$ cat src/rtl/cl_pkg.sv
package cl_pkg;
  typedef enum logic [1:0] {
    LD_IDLE   = 2'd0,
    LD_ACCESS = 2'd1,
    LD_FINISH = 2'd2
  } ld_state_e;
endpackage

$ cat src/rtl/cl_wait_timer.sv
module cl_wait_timer #(
  parameter int WAIT_CYC = 3
) (
  input  logic clk,
  input  logic rst_n,
  input  logic clr_i,
  input  logic run_i,
  output logic done_o
);
  localparam int CW = (WAIT_CYC < 1) ? 1 : $clog2(WAIT_CYC + 1);

  generate
    if (WAIT_CYC == 0) begin : g_nowait
      assign done_o = run_i && !clr_i;
    end else begin : g_wait
      logic [CW-1:0] cnt_q, cnt_d;

      assign done_o = run_i && !clr_i && (cnt_q == CW'(WAIT_CYC));

      always_comb begin
        cnt_d = cnt_q;
        if (clr_i)       cnt_d = '0;
        else if (done_o) cnt_d = '0;
        else if (run_i)  cnt_d = cnt_q + 1'b1;
      end

      always_ff @(posedge clk or negedge rst_n) begin
        if (!rst_n) cnt_q <= '0;
        else        cnt_q <= cnt_d;
      end


      done_gap_chk: assert property (@(posedge clk) disable iff (!rst_n)
        done_o |=> !done_o);
    end
  endgenerate
endmodule

$ cat src/rtl/cl_addr_gen.sv
module cl_addr_gen #(
  parameter int DEV_IDX_W = 4,
  parameter int BYTE_W    = 5
) (
  input  logic                        clk,
  input  logic                        rst_n,
  input  logic                        load_i,
  input  logic [DEV_IDX_W-1:0]        idx_i,
  input  logic                        step_i,
  output logic [DEV_IDX_W+BYTE_W-1:0] mem_addr_o,
  output logic                        last_o,
  output logic                        odd_o,
  output logic [BYTE_W-2:0]           word_o
);
  logic [DEV_IDX_W-1:0] idx_q, idx_d;
  logic [BYTE_W-1:0]    off_q, off_d;

  always_comb begin
    idx_d = idx_q;
    off_d = off_q;
    if (load_i) begin
      idx_d = idx_i;
      off_d = '0;
    end else if (step_i) begin
      off_d = off_q + 1'b1;
    end
  end

  always_ff @(posedge clk or negedge rst_n) begin
    if (!rst_n) begin
      idx_q <= '0;
      off_q <= '0;
    end else begin
      idx_q <= idx_d;
      off_q <= off_d;
    end
  end

  assign mem_addr_o = {idx_q, off_q};
  assign last_o     = &off_q;
  assign odd_o      = off_q[0];
  assign word_o     = off_q[BYTE_W-1:1];


  addr_hold_chk: assert property (@(posedge clk) disable iff (!rst_n)
    (!step_i && !load_i) |=> $stable(mem_addr_o));
endmodule

$ cat src/rtl/cl_byte_pack.sv
module cl_byte_pack #(
  parameter int CA_W   = 4,
  parameter int COEF_W = 16
) (
  input  logic              clk,
  input  logic              rst_n,
  input  logic              take_i,
  input  logic              odd_i,
  input  logic [CA_W-1:0]   word_i,
  input  logic [7:0]        byte_i,
  output logic              we_o,
  output logic [CA_W-1:0]   waddr_o,
  output logic [COEF_W-1:0] wdata_o
);
  localparam int LO_W = COEF_W / 2;

  logic [LO_W-1:0]   lo_q, lo_d;
  logic              we_d;
  logic [CA_W-1:0]   waddr_d;
  logic [COEF_W-1:0] wdata_d;

  always_comb begin
    lo_d    = lo_q;
    we_d    = 1'b0;
    waddr_d = waddr_o;
    wdata_d = wdata_o;
    if (take_i && !odd_i) begin
      lo_d = byte_i;
    end else if (take_i && odd_i) begin
      we_d    = 1'b1;
      waddr_d = word_i;
      wdata_d = {byte_i, lo_q};
    end
  end

  always_ff @(posedge clk or negedge rst_n) begin
    if (!rst_n) begin
      lo_q    <= '0;
      we_o    <= 1'b0;
      waddr_o <= '0;
      wdata_o <= '0;
    end else begin
      lo_q    <= lo_d;
      we_o    <= we_d;
      waddr_o <= waddr_d;
      wdata_o <= wdata_d;
    end
  end


  we_gap_chk: assert property (@(posedge clk) disable iff (!rst_n)
    we_o |=> !we_o);
endmodule

$ cat src/rtl/cl_eprom_loader.sv
module cl_eprom_loader
  import cl_pkg::*;
#(
  parameter int N_COEF    = 16,
  parameter int COEF_W    = 16,
  parameter int DEV_IDX_W = 4,
  parameter int WAIT_CYC  = 3,
  localparam int CA_W     = $clog2(N_COEF),
  localparam int BYTE_W   = CA_W + 1,
  localparam int MEM_AW   = DEV_IDX_W + BYTE_W
) (
  input  logic                 clk,
  input  logic                 rst_n,
  input  logic                 start_i,
  input  logic [DEV_IDX_W-1:0] dev_idx_i,
  output logic [MEM_AW-1:0]    mem_addr_o,
  input  logic [7:0]           mem_data_i,
  output logic                 busy_o,
  output logic                 coef_we_o,
  output logic [CA_W-1:0]      coef_addr_o,
  output logic [COEF_W-1:0]    coef_data_o
);
  logic rst_meta_q, rst_s;

  always_ff @(posedge clk or negedge rst_n) begin
    if (!rst_n) begin
      rst_meta_q <= 1'b0;
      rst_s      <= 1'b0;
    end else begin
      rst_meta_q <= 1'b1;
      rst_s      <= rst_meta_q;
    end
  end

  ld_state_e         state_q, state_d;
  logic              load, adv, last, odd, run;
  logic [CA_W-1:0]   word;

  always_comb begin
    state_d = state_q;
    load    = 1'b0;
    unique case (state_q)
      LD_IDLE: begin
        if (start_i) begin
          load    = 1'b1;
          state_d = LD_ACCESS;
        end
      end
      LD_ACCESS: begin
        if (adv && last) state_d = LD_FINISH;
      end
      LD_FINISH: state_d = LD_IDLE;
      default:   state_d = LD_IDLE;
    endcase
  end

  always_ff @(posedge clk or negedge rst_s) begin
    if (!rst_s) state_q <= LD_IDLE;
    else        state_q <= state_d;
  end

  assign run    = (state_q == LD_ACCESS);
  assign busy_o = (state_q != LD_IDLE);

  cl_wait_timer #(.WAIT_CYC(WAIT_CYC)) u_timer (
    .clk    (clk),
    .rst_n  (rst_s),
    .clr_i  (load),
    .run_i  (run),
    .done_o (adv)
  );

  cl_addr_gen #(.DEV_IDX_W(DEV_IDX_W), .BYTE_W(BYTE_W)) u_addr (
    .clk        (clk),
    .rst_n      (rst_s),
    .load_i     (load),
    .idx_i      (dev_idx_i),
    .step_i     (adv && !last),
    .mem_addr_o (mem_addr_o),
    .last_o     (last),
    .odd_o      (odd),
    .word_o     (word)
  );

  cl_byte_pack #(.CA_W(CA_W), .COEF_W(COEF_W)) u_pack (
    .clk     (clk),
    .rst_n   (rst_s),
    .take_i  (adv),
    .odd_i   (odd),
    .word_i  (word),
    .byte_i  (mem_data_i),
    .we_o    (coef_we_o),
    .waddr_o (coef_addr_o),
    .wdata_o (coef_data_o)
  );


  we_in_busy_chk: assert property (@(posedge clk) disable iff (!rst_s)
    coef_we_o |-> busy_o);


  region_stable_chk: assert property (@(posedge clk) disable iff (!rst_s)
    (busy_o && $past(busy_o)) |-> $stable(mem_addr_o[MEM_AW-1 -: DEV_IDX_W]));


  idle_no_write_chk: assert property (@(posedge clk) disable iff (!rst_s)
    (!busy_o && $past(!busy_o)) |-> !coef_we_o);
endmodule

$ cat config.mk
export PLATFORM = sky130hd
export DESIGN_NAME = cl_eprom_loader
export DESIGN_NICKNAME = d
export VERILOG_FILES = /design/src/rtl/cl_pkg.sv /design/src/rtl/cl_wait_timer.sv /design/src/rtl/cl_addr_gen.sv /design/src/rtl/cl_byte_pack.sv /design/src/rtl/cl_eprom_loader.sv
export SDC_FILE = /design/constraint.sdc
export NUM_CORES = 1
export LEC_CHECK = 0
export CAP_MARGIN = 25
export CORE_MARGIN = 5
export CORE_UTILIZATION = 50
export CTS_BUF_LIST = sky130_fd_sc_hd__clkbuf_8 sky130_fd_sc_hd__clkbuf_16
export DETAILED_ROUTE_END_ITERATION = 16
export PLACE_DENSITY = 0.85
export SETUP_SLACK_MARGIN = 0.05
export SYNTH_ARGS = -nofsm -noshare
export SYNTH_HDL_FRONTEND = slang
export SYNTH_SLANG_ARGS = --single-unit
$ cat constraint.sdc
create_clock -name clk -period 3.3 [get_ports clk]
set_input_delay 0.33 -clock clk [delete_from_list [all_inputs] [get_ports clk]]
set_output_delay 0.33 -clock clk [all_outputs]
set_load 0.1 [all_outputs]
==> results.cfg, run 1 <==
[outcome]
status = finished clean

[final_layout]
insertedDiodeCount = 0
final_util = 0.688
finish.instance_area_um2 = 2310
drive_above_1_share = 0.304
n_fill_cell = 271
area_delta_synth_final_pct = 31.5
finalNetCount = 175

[global_route]
antenna_found_initial = 0
grt_usage = 0.146
grt_max_degree = 43
grt_pass1_wl_mm = 5.53
grt_pass1_vias = 1159
gr-total-overflow = 0

[clock_tree]
cts_made_buffers = 5
cts_tree = built
cts_resized = 0
postCtsHoldBufs = 0
clk_latency_ps = 290
clk_pin_slew_ps = 80
cts_setup_buffers = 0
cts_buffer_depth = 2
htreeDepth = 2
cts-root-buf = clkbuf_8
cts.sinks = 44

[synthesis]
synth-seq-cells = 44
avgSynthCellArea_um2 = 16.0
synth_cells = 110
yosys_warnings = 0
synth_nets = 128
synth_cell_type_count = 24
synth_area_um2 = 1760
yosysSeqAreaShare = 0.625

[flow_run]
maxCapViolations = 0

[timing]
finClkSkew_ps = 9.17
setup_viol = 0
slew_violations = 0
worst_slew_pin_slew_ps = 991
maxSlewHeadroom = 0.338
rsz0062_at_grt = false
finalWorstSetupSlack_ps = 961
fin_crit_sh = 0.709
hold_viol_final = 0
max_freq_ghz = 0.427
setup-tns-final_ps = 0
min_period_ps = 2340

[routing]
via_count = 1061
vias_per_cell = 5.20
routed_wl_mm = 3.29
drc = 0
wl_per_cell_um = 16.1
drt-initial-drc-count = 13
first_pass_iters = 2
drt.antenna.violating_nets = 0

[placement]
pre_cts_slack_ps = 1290
hpwl_mm = 2.45
gp_congestion = 0.743
port_buffers = 45
place_area_um2 = 2220

[die]
die-area_um2 = 4810
dieWidth_um = 69.3
fp-row-count = 21
die_h_um = 69.3
coreArea_um2 = 3360
start_util = 0.523
io_pins = 46

[worst_setup_path]
timing.rr.start = u_addr.off_q[0]
crit_path_end_kind = primary output
crit_arrival_ps = 2010
start_kind = flop
r2r_end = u_addr.off_q[0]
worst-r2r-cell-count = 6
cp.required_ps = 2970
reg2reg_slack_ps = 1440
cp_max_fo = 6
crit_type = reg2out

[worst_hold_path]
hp-class = in2async
==> final cells by class <==
cell class / count / area (µm²) / area share
tap: 46 / 57.6 / 0.0249
timing repair buffer: 45 / 450 / 0.195
inverter: 1 / 3.75 / 0.00162
multi-input combinational: 60 / 607 / 0.262
clock buffer: 6 / 82.6 / 0.0357
clock inverter: 2 / 11.3 / 0.00486
sequential: 44 / 1100 / 0.476
==> critical path, stage by stage (launching register included) <==
cell and delay (ps):
dfrtp_1 440, or2_2 310, clkdlybuf4s50_1 970
==> per-layer routing <==
metal,up-vias,global-route usage,part of all wire
li1,482,-,-
met1,546,0.148,0.37
met2,26,0.268,0.56
met3,7,0.0536,0.058
met4,0,0.0564,0.014
met5,-,0,0
==> synthesized netlist by cell type <==
| master | instances | area (µm²) |
|---|---|---|
| a22o_1 | 2 | 17.5 |
| a22o_2 | 2 | 20.0 |
| a31oi_1 | 1 | 6.26 |
| and3_1 | 2 | 12.5 |
| and3b_1 | 1 | 8.76 |
| and4bb_4 | 1 | 16.3 |
| buf_4 | 2 | 15.0 |
| buf_6 | 3 | 33.8 |
| conb_1 | 1 | 3.75 |
| dfrtp_1 | 44 | 1100 |
| ha_1 | 3 | 37.5 |
| inv_1 | 1 | 3.75 |
| mux2_2 | 32 | 360 |
| mux2_4 | 1 | 15.0 |
| mux2i_1 | 2 | 20.0 |
| nand2_1 | 3 | 11.3 |
| nand3_2 | 1 | 10.0 |
| nand4_1 | 1 | 6.26 |
| nor2_1 | 1 | 3.75 |
| nor2b_4 | 2 | 27.5 |
| o21bai_1 | 1 | 7.51 |
| or2_2 | 1 | 6.26 |
| or2b_1 | 1 | 7.51 |
| or3b_1 | 1 | 8.76 |
==> sequential cells by signal, summed over array words and instances, names as in the netlist <==
register and cells:
u_pack.lo_q 8, u_pack.wdata_o 16, u_timer.g_wait.cnt_q 2, u_addr.idx_q 4
u_pack.we_o 1, u_pack.waddr_o 4, u_addr.off_q 5, rst_s 1
state_q 2, rst_meta_q 1
==> kinds of logic after synthesis <==
kind of cell,Yosys count,synth area share
flops,44,0.625
other cells,1,0.00213
mux,35,0.225
compound gates,6,0.0291
fa+ha+maj,3,0.0213
simple gates,15,0.0675
buf+inv,6,0.0298
==> cells in the final DEF (no fill, tap or decap) <==
cell type        synthesis  layout
dfrtp_1                 44      43
and4bb_4                 1       1
a31oi_1                  1       1
and3b_1                  1       1
nand4_1                  1       1
mux2_4                   1       1
dfrtp_2                  0       1
nand3_2                  1       1
or2_2                    1       1
nor2_1                   1       1
nand2_1                  3       3
ha_1                     3       3
and3_1                   2       2
or3b_1                   1       1
nor2b_4                  2       2
a22o_1                   2       2
mux2i_1                  2       2
or2b_1                   1       1
inv_1                    1       2
clkinvlp_4               0       1
conb_1                   1       1
clkbuf_8                 0       6
mux2_2                  32      32
a22o_2                   2       2
o21bai_1                 1       1
clkdlybuf4s50_1          0      45
==> stage by stage <==
step / hold slack, ps / cells
5_1_grt: 180 / 204
3_5_place_dp: 342 / 196
3_3_place_gp: 338 / 196
2_1_floorplan: 34.4 / 110
4_1_cts: 193 / 204
6_report: 196 / 204
==> worst max path at each step <==
stage	start	endpoint	slack, ps	depth (start not counted)
final	state_q[0]	busy_o	960	2
after global routing	state_q[0]	busy_o	930	2
after CTS	state_q[0]	busy_o	960	2
after detailed placement	state_q[0]	busy_o	1290	2
after global placement	state_q[0]	busy_o	1310	2
after floorplan	u_addr.off_q[1]	u_addr.off_q[0]	1040	6
Power of run 1 is not shown: default switching activity piles up to over one toggle a cycle in this logic, so the estimate is an artifact.
==> run 2, diff against run 1 <==
--- a/config.mk
+++ b/config.mk
@@ -7,10 +7,10 @@
 export LEC_CHECK = 0
 export CAP_MARGIN = 25
 export CORE_MARGIN = 5
-export CORE_UTILIZATION = 50
+export CORE_UTILIZATION = 43
 export CTS_BUF_LIST = sky130_fd_sc_hd__clkbuf_8 sky130_fd_sc_hd__clkbuf_16
 export DETAILED_ROUTE_END_ITERATION = 16
-export PLACE_DENSITY = 0.85
+export PLACE_DENSITY = 0.78
 export SETUP_SLACK_MARGIN = 0.05
 export SYNTH_ARGS = -nofsm -noshare
 export SYNTH_HDL_FRONTEND = slang
==> constraint.sdc (replaced) <==
create_clock -name clk -period 2 [get_ports clk]
set_input_delay 0.2 -clock clk [delete_from_list [all_inputs] [get_ports clk]]
set_output_delay 0.2 -clock clk [all_outputs]
set_load 0.1 [all_outputs]
==> run 2 against run 1 <==
Critical path depth increased by 4; die area increased by 14%; count of clock-buffer cells in the layout unchanged; utilization decreased by 11 points; sequential share of layout area increased by 0.50 points; largest cell class unchanged.
==> results.cfg, run 2 (synthesis results as in run 1) <==
[outcome]
status = finished clean

[worst_setup_path]
cp_max_fo = 6
crit_type = reg2reg
crit_arrival_ps = 2000
cp.required_ps = 2180
start_kind = flop
reg2reg_slack_ps = 180
crit_path_end_kind = flop

[timing]
hold_viol_final = 0
fin_crit_sh = 0.911
setup_viol = 0
finClkSkew_ps = 3.17
setup-tns-final_ps = 0
slew_violations = 0
maxSlewHeadroom = 0.604
rsz0062_at_grt = false
worst_slew_pin_slew_ps = 594
min_period_ps = 1820
max_freq_ghz = 0.549

[final_layout]
final_cell_mix = dfrtp_1 (40), buf_4 (33), mux2_2 (32)
reg_top3 = u_pack.wdata_o: 16 flops, u_pack.lo_q: 8 flops, u_addr.off_q: 5 flops
area_delta_synth_final_pct = 30.8
largest-register = u_pack.wdata_o
insertedDiodeCount = 0
n_fill_cell = 320
regArea_um2 = 1110
finalNetCount = 177
multi_input_area_um2 = 619
final_common_cell = dfrtp_1
largest_reg_flops = 16
drive_above_1_share = 0.538

[routing]
via_count = 1044
drt.antenna.violating_nets = 0
routed_wl_mm = 3.36
first_pass_iters = 2
wl_per_cell_um = 16.0
drc = 0
drt-initial-drc-count = 33
vias_per_cell = 4.97

[die]
io_pins = 46
die-area_um2 = 5470
coreArea_um2 = 3970
dieWidth_um = 74.0
fp-row-count = 23
die_h_um = 74.0
start_util = 0.443

[clock_tree]
cts_resized = 0
cts_setup_buffers = 0
cts_buffer_depth = 2
clk_latency_ps = 290
clk_pin_slew_ps = 80
cts.sinks = 44
htreeDepth = 2
cts_made_buffers = 5
cts_tree = built
postCtsHoldBufs = 0
cts-root-buf = clkbuf_8

[flow_run]
maxCapViolations = 0

[global_route]
gr-total-overflow = 0
grt_max_degree = 29
grt_pass1_wl_mm = 5.64
grt_pass1_vias = 1208
antenna_found_initial = 0
grt_usage = 0.137

[worst_hold_path]
hp-class = in2async

[placement]
gp_congestion = 0.744
port_buffers = 45
hpwl_mm = 2.54
-- run 2: cell types whose count changed in the layout (fill, tap and decap cells not counted) --
cell / before / now
clkinv_4: 0 / 1
dfrtp_4: 0 / 1
buf_4: 0 / 33
ha_1: 3 / 2
dfrtp_2: 1 / 3
inv_1: 2 / 1
ha_4: 0 / 1
bufinv_16: 0 / 1
clkinvlp_4: 1 / 0
clkdlybuf4s50_1: 45 / 14
dfrtp_1: 43 / 40
-- run 2: final cells by class --
class,count,share of cell area
multi-input combinational,60,0.269
inverter,1,0.00163
clock inverter,2,0.0168
sequential,44,0.481
tap,50,0.0272
clock buffer,6,0.0359
timing repair buffer,47,0.168
-- run 2: path summary, 6_finish.rpt --
check / cells after the start / endpoint / start
worst max-delay path: 6 / u_addr.off_q[0] / u_addr.off_q[1]
worst min-delay path: 1 / rst_meta_q / rst_n
worst max register to register: 6 / u_addr.off_q[0] / u_addr.off_q[1]
worst min register to register: 0 / u_pack.wdata_o[1] / rst_s
max in group asynchronous: 1 / u_pack.wdata_o[2] / rst_s
min in group clk: 0 / rst_s / rst_meta_q
-- run 2: critical path, stage by stage (launching register included) --
cell,delay [ps]
dfrtp_4,510
ha_4,170
and3_1,130
ha_1,200
and4bb_4,390
nor2b_4,60
mux2_4,250
-- run 2: metal layers --
layer  track usage  part of all wire  vias up
met2         0.264              0.58       19
met4        0.0423             0.014        0
met1         0.138              0.36      540
met5             0                 0        -
met3        0.0446             0.046        4
li1              -                 -      481
-- run 2: stage by stage --
step	cell area [µm²]	util	cells	worst slack [ps]	hold WS [ps]
global route	2300	0.580	210	112	52.6
floorplan	1780	-	110	60.2	-95.6
finish	2300	0.580	210	178	60.7
global placement	2180	0.549	202	229	281
detailed placement	2180	0.549	202	178	299
CTS	2300	0.580	210	170	55.9
Power of run 2 is left out for the same reason.
==> run 3, diff against run 2 <==
--- a/config.mk
+++ b/config.mk
@@ -6,11 +6,14 @@
 export NUM_CORES = 1
 export LEC_CHECK = 0
 export CAP_MARGIN = 25
+export CELL_PAD_IN_SITES_DETAIL_PLACEMENT = 0
+export CELL_PAD_IN_SITES_GLOBAL_PLACEMENT = 1
 export CORE_MARGIN = 5
-export CORE_UTILIZATION = 43
+export CORE_UTILIZATION = 35
 export CTS_BUF_LIST = sky130_fd_sc_hd__clkbuf_8 sky130_fd_sc_hd__clkbuf_16
 export DETAILED_ROUTE_END_ITERATION = 16
-export PLACE_DENSITY = 0.78
+export PLACE_DENSITY = 0.76
+export RECOVER_POWER = 100
 export SETUP_SLACK_MARGIN = 0.05
 export SYNTH_ARGS = -nofsm -noshare
 export SYNTH_HDL_FRONTEND = slang
==> run 3 against run 2 <==
Worst hold slack better by 70 ps; sequential share of layout area up 1.7 points; via count up 0.48%; non-clock buffer count unchanged; critical path depth unchanged; first-iteration DRC count up 52%.
==> results.cfg, run 3 (synthesis results as in run 1) <==
[routing]
drc = 0
vias_per_cell = 4.62
first_pass_iters = 2
via_count = 1049
routed_wl_mm = 3.42
drt-initial-drc-count = 50
drt.antenna.violating_nets = 0
wl_per_cell_um = 15.0

[timing]
maxSlewHeadroom = 0.375
setup_viol = 0
fin_crit_sh = 0.938
min_period_ps = 1880
worst_slew_pin_slew_ps = 937
max_freq_ghz = 0.533
setup-tns-final_ps = 0
slew_violations = 0
rsz0062_at_grt = false
hold_viol_final = 0
finClkSkew_ps = 9.44

[die]
die_h_um = 80.9
coreArea_um2 = 4820
die-area_um2 = 6550
start_util = 0.365
fp-row-count = 25
io_pins = 46
dieWidth_um = 80.9

[worst_setup_path]
cp_top_family = simple AND/OR/NAND/NOR gates
cp_num_buf_inv = 0
crit_chain = ha_1, and3_1, ha_1, and4bb_4, nor2b_2, mux2_4
start_kind = flop
crit_path_end_kind = flop
cpMaxStageDelayCell = dfrtp_4
crit_top_cell = ha_1
crit_type = reg2reg
cp_max_fo = 6
slowest_delay_ps = 500
crit_arrival_ps = 2060
cp.required_ps = 2190

[clock_tree]
cts-root-buf = clkbuf_8
postCtsHoldBufs = 0
cts.sinks = 44
cts_tree = built
clk_pin_slew_ps = 90
cts_buffer_depth = 2
cts_made_buffers = 5
cts_resized = 0
htreeDepth = 2
cts_setup_buffers = 0
clk_latency_ps = 300

[global_route]
grt.busiest_layer = met2
grt_max_degree = 25
grt_pass1_wl_mm = 5.80
antenna_found_initial = 0
grtUsageMet2 = 0.193
gr-total-overflow = 0
grt_pass1_vias = 1227
grt_use_met1 = 0.135
grt_usage = 0.115
met3_usage = 0.0443

[final_layout]
final_cell_mix = dfrtp_1 (41), mux2_2 (32), clkbuf_2 (32)
finalNetCount = 177
insertedDiodeCount = 0
largest-register = u_pack.wdata_o
reg_top3 = u_pack.wdata_o: 16 flops, u_pack.lo_q: 8 flops, u_addr.off_q: 5 flops
largest_reg_flops = 16
area_delta_synth_final_pct = 26.2
final_common_cell = dfrtp_1
drive_above_1_share = 0.525

[placement]
port_buffers = 45
gp_congestion = 0.683
hpwl_mm = 2.51

[worst_hold_path]
hp-class = in2async

[flow_run]
maxCapViolations = 0

[outcome]
status = finished clean
## run 3: changes by cell type in the layout (fill, tap and decap cells not counted), sizes merged
cell,before,now
clkdlybuf4s50,14,13
clkinv,1,2
dlygate4sd3,0,1
buf,33,1
clkbuf,6,37
## run 3: path summary, 6_finish.rpt
check | to | start | slack (ps) | cells past startpoint
worst max-delay path | u_addr.off_q[0] | u_addr.off_q[1] | 120 | 6
worst min-delay path | rst_meta_q | rst_n | 130 | 1
worst max register to register | u_addr.off_q[0] | u_addr.off_q[1] | 120 | 6
worst min register to register | rst_s | rst_meta_q | 360 | 0
max in group asynchronous | u_pack.wdata_o[9] | rst_s | 610 | 1
min in group clk | rst_s | rst_meta_q | 360 | 0
## run 3: layer usage
layer / wire, µm / up-vias
li1: - / 481
met1: 1380 / 537
met2: 1780 / 29
met3: 236 / 2
met4: 19 / 0
met5: 0 / -
## run 3: cell type report
type,instances,area (µm²)
sequential,44,1110
fill,457,2600
clock inverter,3,47.5
tap,67,83.8
inverter,1,3.75
timing repair buffer,47,308
clock buffer,5,68.8
multi-input combinational,60,602
## run 3: stage by stage
step / hold slack, ps / setup slack [ps] / cells / utilization / instance area [µm²]
2_1_floorplan: -95.6 / 60.2 / 110 / - / 1780
3_3_place_gp: 247 / 221 / 219 / 0.457 / 2200
3_5_place_dp: 262 / 182 / 219 / 0.457 / 2200
4_1_cts: 50.0 / 165 / 227 / 0.482 / 2320
5_1_grt: 110 / 61.2 / 227 / 0.461 / 2220
6_report: 131 / 125 / 227 / 0.461 / 2220
Power of run 3 is left out for the same reason.
